### config.mk
export PLATFORM = sky130hd
export DESIGN_NAME = xmem_stretch_seq
export DESIGN_NICKNAME = d
export VERILOG_FILES = /design/src/rtl/xms_pkg.sv /design/src/rtl/xms_width_calc.sv /design/src/rtl/xms_datapath.sv /design/src/rtl/xms_ctrl.sv /design/src/rtl/xmem_stretch_seq.sv
export SDC_FILE = /design/constraint.sdc
export NUM_CORES = 1
export LEC_CHECK = 0
export ABC_AREA = 1
export BUFFER_PORTS_ARGS = -buffer_cell sky130_fd_sc_hd__buf_4
export CORE_MARGIN = 3
export CORE_UTILIZATION = 49
export CTS_BUF_LIST = sky130_fd_sc_hd__clkbuf_16
export DETAILED_ROUTE_END_ITERATION = 16
export PLACE_DENSITY = 0.79
export SYNTH_ARGS = -nofsm -noshare
export SYNTH_HDL_FRONTEND = slang
export SYNTH_SLANG_ARGS = --single-unit
export TNS_END_PERCENT = 50
### constraint.sdc
create_clock -name clk -period 1.4 [get_ports clk]
set_input_delay 0.07 -clock clk [delete_from_list [all_inputs] [get_ports clk]]
set_output_delay 0.07 -clock clk [all_outputs]
set_load 0.05 [all_outputs]
### src/rtl/xms_pkg.sv
package xms_pkg;

    typedef enum logic [2:0] {
        ST_IDLE,
        ST_RD_STROBE,
        ST_WR_SETUP,
        ST_WR_STROBE,
        ST_WR_HOLD
    } xms_state_e;

endpackage

### src/rtl/xms_width_calc.sv
module xms_width_calc #(
    parameter int STR_W = 3
) (
    input  logic [STR_W-1:0] stretch_i,
    output logic [STR_W-1:0] rd_left_o,
    output logic [STR_W-1:0] wr_left_o
);
    // Counts are "cycles remaining after the first", so a strobe of n cycles loads n-1.
    localparam logic [STR_W-1:0] TWO = STR_W'(2);

    always_comb begin
        rd_left_o = stretch_i;
        if (stretch_i < TWO) begin
            wr_left_o = '0;
        end else begin
            wr_left_o = stretch_i - STR_W'(1);
        end
    end

endmodule

### src/rtl/xms_datapath.sv
module xms_datapath #(
    parameter int ADDR_W = 16,
    parameter int DATA_W = 8
) (
    input  logic              clk,
    input  logic              rst_n,
    input  logic              load_i,
    input  logic [ADDR_W-1:0] addr_i,
    input  logic [DATA_W-1:0] wdata_i,
    input  logic              capture_i,
    input  logic [DATA_W-1:0] mem_rdata_i,
    output logic [ADDR_W-1:0] addr_q_o,
    output logic [DATA_W-1:0] wdata_q_o,
    output logic [DATA_W-1:0] rdata_o
);

    always_ff @(posedge clk or negedge rst_n) begin
        if (!rst_n) begin
            addr_q_o  <= '0;
            wdata_q_o <= '0;
            rdata_o   <= '0;
        end else begin
            if (load_i) begin
                addr_q_o  <= addr_i;
                wdata_q_o <= wdata_i;
            end
            if (capture_i) begin
                rdata_o <= mem_rdata_i;
            end
        end
    end

endmodule

### src/rtl/xms_ctrl.sv
module xms_ctrl
    import xms_pkg::*;
#(
    parameter int STR_W = 3
) (
    input  logic             clk,
    input  logic             rst_n,
    input  logic             start_i,
    input  logic             start_write_i,
    input  logic [STR_W-1:0] stretch_i,
    output logic             ready_o,
    output logic             addr_vld_o,
    output logic             rd_o,
    output logic             wr_o,
    output logic             wr_win_o,
    output logic             capture_o,
    output logic             done_o
);
    localparam int RUN_W = STR_W + 2;

    xms_state_e       state, state_n;
    logic [STR_W-1:0] cnt, cnt_n;
    logic [STR_W-1:0] stretch_q;
    logic             done_n;
    logic [STR_W-1:0] rd_left, wr_left;

    xms_width_calc #(.STR_W(STR_W)) u_width (
        .stretch_i (stretch_q),
        .rd_left_o (rd_left),
        .wr_left_o (wr_left)
    );

    // next-state logic
    always_comb begin
        state_n = state;
        cnt_n   = cnt;
        done_n  = 1'b0;
        unique case (state)
            ST_IDLE: begin
                if (start_i) begin
                    if (start_write_i) begin
                        state_n = ST_WR_SETUP;
                        cnt_n   = '0;
                    end else begin
                        state_n = ST_RD_STROBE;
                        cnt_n   = stretch_i;
                    end
                end
            end
            ST_RD_STROBE: begin
                if (cnt == '0) begin
                    state_n = ST_IDLE;
                    done_n  = 1'b1;
                end else begin
                    cnt_n = cnt - STR_W'(1);
                end
            end
            ST_WR_SETUP: begin
                state_n = ST_WR_STROBE;
                cnt_n   = wr_left;
            end
            ST_WR_STROBE: begin
                if (cnt == '0) begin
                    if (stretch_q == '0) begin
                        state_n = ST_IDLE;
                        done_n  = 1'b1;
                    end else begin
                        state_n = ST_WR_HOLD;
                    end
                end else begin
                    cnt_n = cnt - STR_W'(1);
                end
            end
            ST_WR_HOLD: begin
                state_n = ST_IDLE;
                done_n  = 1'b1;
            end
            default: state_n = ST_IDLE;
        endcase
    end

    // state register
    always_ff @(posedge clk or negedge rst_n) begin
        if (!rst_n) begin
            state     <= ST_IDLE;
            cnt       <= '0;
            stretch_q <= '0;
            done_o    <= 1'b0;
        end else begin
            state  <= state_n;
            cnt    <= cnt_n;
            done_o <= done_n;
            if (state == ST_IDLE && start_i) begin
                stretch_q <= stretch_i;
            end
        end
    end

    // outputs
    always_comb begin
        ready_o    = (state == ST_IDLE);
        addr_vld_o = (state != ST_IDLE);
        rd_o       = (state == ST_RD_STROBE);
        wr_o       = (state == ST_WR_STROBE);
        wr_win_o   = (state == ST_WR_SETUP) || (state == ST_WR_STROBE) || (state == ST_WR_HOLD);
        capture_o  = (state == ST_RD_STROBE) && (cnt == '0);
    end

    // ---------------- checks ----------------
    logic [RUN_W-1:0] rd_run, wr_run, vld_run;
    always_ff @(posedge clk or negedge rst_n) begin
        if (!rst_n) begin
            rd_run  <= '0;
            wr_run  <= '0;
            vld_run <= '0;
        end else begin
            rd_run  <= rd_o       ? rd_run + RUN_W'(1)  : '0;
            wr_run  <= wr_o       ? wr_run + RUN_W'(1)  : '0;
            vld_run <= addr_vld_o ? vld_run + RUN_W'(1) : '0;
        end
    end

    assert_rd_width_R2: assert property (@(posedge clk) disable iff (!rst_n)
        $fell(rd_o) |-> $past(rd_run) == RUN_W'($past(stretch_q)));

    assert_wr_window_R3: assert property (@(posedge clk) disable iff (!rst_n)
        ($fell(addr_vld_o) && $past(wr_win_o)) |-> $past(vld_run) == RUN_W'($past(stretch_q)) + RUN_W'(1));

    assert_wr_width_R4: assert property (@(posedge clk) disable iff (!rst_n)
        $fell(wr_o) |-> $past(wr_run) == (($past(stretch_q) < STR_W'(2)) ? RUN_W'(0) : RUN_W'($past(stretch_q)) - RUN_W'(1)));

    assert_wr_setup_R5: assert property (@(posedge clk) disable iff (!rst_n)
        $rose(wr_o) |-> ($past(addr_vld_o) && $past(wr_win_o)));

    assert_done_pulse_R7: assert property (@(posedge clk) disable iff (!rst_n)
        done_o |=> !done_o);

    assert_done_after_R7: assert property (@(posedge clk) disable iff (!rst_n)
        done_o |-> $past(addr_vld_o) && !addr_vld_o);

    assert_stretch_hold_R8: assert property (@(posedge clk) disable iff (!rst_n)
        (addr_vld_o && $past(addr_vld_o)) |-> $stable(stretch_q));

endmodule

### src/rtl/xmem_stretch_seq.sv
module xmem_stretch_seq #(
    parameter int ADDR_W = 16,
    parameter int DATA_W = 8,
    parameter int STR_W  = 3
) (
    input  logic              clk,
    input  logic              rst_n,
    input  logic [STR_W-1:0]  stretch_cfg,
    input  logic              req_valid,
    input  logic              req_write,
    input  logic [ADDR_W-1:0] req_addr,
    input  logic [DATA_W-1:0] req_wdata,
    output logic              req_ready,
    output logic [ADDR_W-1:0] mem_addr,
    output logic              mem_addr_vld,
    output logic              mem_rd,
    output logic              mem_wr,
    output logic [DATA_W-1:0] mem_wdata,
    input  logic [DATA_W-1:0] mem_rdata,
    output logic              done,
    output logic [DATA_W-1:0] rdata
);

    logic              accept;
    logic              wr_win;
    logic              capture;
    logic [ADDR_W-1:0] addr_q;
    logic [DATA_W-1:0] wdata_q;

    assign accept = req_valid && req_ready;

    xms_ctrl #(.STR_W(STR_W)) u_ctrl (
        .clk           (clk),
        .rst_n         (rst_n),
        .start_i       (req_valid),
        .start_write_i (req_write),
        .stretch_i     (stretch_cfg),
        .ready_o       (req_ready),
        .addr_vld_o    (mem_addr_vld),
        .rd_o          (mem_rd),
        .wr_o          (mem_wr),
        .wr_win_o      (wr_win),
        .capture_o     (capture),
        .done_o        (done)
    );

    xms_datapath #(.ADDR_W(ADDR_W), .DATA_W(DATA_W)) u_dp (
        .clk         (clk),
        .rst_n       (rst_n),
        .load_i      (accept),
        .addr_i      (req_addr),
        .wdata_i     (req_wdata),
        .capture_i   (capture),
        .mem_rdata_i (mem_rdata),
        .addr_q_o    (addr_q),
        .wdata_q_o   (wdata_q),
        .rdata_o     (rdata)
    );

    assign mem_addr  = mem_addr_vld ? addr_q  : '0;
    assign mem_wdata = wr_win       ? wdata_q : '0;

    assert_busy_ignored_R9: assert property (@(posedge clk) disable iff (!rst_n)
        !req_ready |=> $stable(addr_q) && $stable(wdata_q));

    assert_rd_has_addr_R2: assert property (@(posedge clk) disable iff (!rst_n)
        mem_rd |-> mem_addr_vld && !wr_win);

endmodule

==> flow_summary_export.csv <==
group,metric,value,unit
run_status,status,"finished with violations",
run_status,violations,"negative setup slack",
finish,fin_cells,407,
placement,io_buffers,75,
finish,final_util,81.9,%
route,dr.pass1.iters,4,
clock_network,insertion_delay,280,ps
setup_path,ff2ff_path_depth,8,
setup_path,critPathBufInv,2,
worst_hold_path,holdPathStages,3,
sta,tightest_slew,520,ps
sta,setup_violations,26,
route,viasPerCell,4.84,
logic_synthesis,ys_seq_area_share,50.2,%
setup_path,cp_top_family,"flip-flops",
sta,fin_ws,-130,ps
setup_path,required,1330,ps
global_route,grt_start_max_net_pins,43,
setup_path,crit_slowest_cell,"dfrtp_1",
floorplan,initial_utilization,51.6,%
floorplan,fp.dieH,71.4,um
setup_path,cp-end-kind,"primary output",
finish,regArea,0.00105,mm^2
setup_path,crit_type,"register to primary output",
clock_network,numCtsBuffers,5,
finish,syn_to_final_growth,58.8,%
clock_network,clk_pin_slew_worst_paths,60,ps
route,drt-total-wl,5630,um
setup_path,cp.depth,5,
setup_path,rrSetupSlack,0,ps
placement,gp_congestion,0.893,
global_route,antenna_found_initial,0,
route,routedWlPerCell,13.8,um
worst_hold_path,min_to,"u_dp.rdata_o[2]",
setup_path,r2r-end,"u_dp.addr_q_o[5]",
logic_synthesis,avgSynthCellArea,7.99,um^2
clock_network,clk_path_buf_depth,2,
setup_path,crit_path_start_kind,"register",
sta,drv_slew,0,
setup_path,worst_ep_arrival_time,1460,ps
finish,nets,399,
sta,fmax,0.654,GHz
clock_network,clockRootBuffer,"clkbuf_16",
logic_synthesis,syn-num-nets,305,
setup_path,cp_max_fo,8,
floorplan,core_area,0.00406,mm^2
logic_synthesis,ys_types,22,
global_route,grt_pass1_wl,8710,um
run,maxCapViolCount,0,
route,drc,0,
finish,multi_input_area,990,um^2
route,drtIter0Drc,145,
sta,setup_tns,-1290,ps
sta,fin_crit,1530,ps
logic_synthesis,syn-cell-area,0.00209,mm^2
setup_path,max_stage_delay,400,ps
sta,post-route-period-util,109,%
sta,hold_viol,0,
logic_synthesis,syn-instance-count,262,
logic_synthesis,yosysWarnings,0,
sta,hold-worst-slack,20.6,ps
route,ant_nets,0,
sta,rsz0062_at_grt,"true",
sta,clock_skew,2.99,ps
sta,max_slew_margin,65.3,%
setup_path,reg2reg_from,"u_ctrl.state[0]",
floorplan,row_count,23,
floorplan,ios,76,
floorplan,fp.dieW,71.4,um
placement,placed_cells,385,
route,vias,1971,
global_route,grt_usage,22.1,%
worst_hold_path,hold_path.class,"input pin to register",
clock_network,clock_sinks,42,
clock_network,cts_max_level,2,
clock_network,tritoncts,"built",
floorplan,dieArea,0.00509,mm^2
placement,dpl.hpwl,3560,um
finish,diodes,0,
worst_hold_path,min_from,"mem_rdata[2]",
logic_synthesis,ys_ff_latch,42,
finish,nFillCells,246,
global_route,gr-total-overflow,0,
global_route,grt_pass1_vias,1874,
setup_path,cp_cell_sequence,"inv_2, nand2_2, o21a_4, nor2_4, buf_8",
finish,drive_gt1_share,44.3,%
-- through the flow --
stage | cell area, um^2 | setup slack [ps]
2_1_floorplan | 2160 | -145
3_3_place_gp | 2760 | 103
3_5_place_dp | 2760 | 56.1
4_1_cts | 3150 | -70.6
5_1_grt | 3320 | -177
6_report | 3320 | -130
-- metal layers --
layer,track usage (%),up-vias,share of wire [%]
met4,7.93,0,1.2
met2,39.1,60,54
met5,0,-,0
met1,25.4,917,39
met3,6.31,7,5.7
li1,-,987,-
-- cell usage after synthesis (all sizes together) --
cell type  instances  area [um^2]
o21a               1         7.51
nor3               1         10.0
ha                 4         50.1
nand2             52          213
nand3             14         82.6
buf                9         91.3
nor2              65          246
a21oi             26          149
dfrtp             42         1050
inv               41          156
o21ai              6         30.0
or2                1         6.26
-- tightest hold or removal path, cell delays in order --
cell     delay, ps
buf_4           80
nand3_1         60
nand2_1         60
-- final cells by class --
cell class | count | area share [%]
flip-flops and latches | 42 | 31.6
repair buffers | 96 | 26.9
multi-input cells | 170 | 29.8
well taps | 50 | 1.88
clock buffers | 5 | 3.76
inverters | 41 | 4.86
clock inverters | 3 | 1.24
-- what timing repair did --
item,4_1_cts,5_1_grt
hold endpoints to repair,42,0
cloned,0,1
hold buffers,1,0
setup buffers,8,5
gates resized for setup,43,42
pin swaps,2,3
endpoints found under the setup margin,22,53
-- registers in the layout, summed over array words and instances, names as in the netlist --
register,count
u_ctrl.cnt,3
u_ctrl.done_o,1
u_ctrl.state,3
u_ctrl.stretch_q,3
u_dp.addr_q_o,16
u_dp.rdata_o,8
u_dp.wdata_q_o,8
-- worst max-delay path by stage --
stage,startpoint,endpoint,slack (ps)
3_3_place_gp,u_ctrl.state[0],mem_wdata[7],100
2_1_floorplan,u_ctrl.state[0],mem_wdata[0],-140
6_report,u_ctrl.state[0],mem_wdata[2],-130
5_1_grt,u_ctrl.state[0],mem_wdata[1],-180
3_5_place_dp,u_ctrl.state[0],mem_wdata[7],60
4_1_cts,u_ctrl.state[0],mem_wdata[2],-70
-- kinds of logic after synthesis --
family          synth area share [%]
compound gates                  8.91
simple gates                    26.7
fa+ha+maj                       2.39
flops                           50.2
buf+inv                         11.8
-- cells in the final DEF (no fill, tap or decap), types with 12 or more instances in the layout --
| master | instances |
|---|---|
| buf_6 | 26 |
| inv_1 | 36 |
| nand3_1 | 12 |
| dfrtp_1 | 42 |
| buf_4 | 60 |
| nor2_2 | 17 |
| nor2_1 | 31 |
| nand2_1 | 45 |
| a21oi_1 | 21 |
| nor2_4 | 17 |
Power is left out: the tool's default activity adds up to more than one toggle a clock period on the data nets, which glitch-free logic cannot reach.
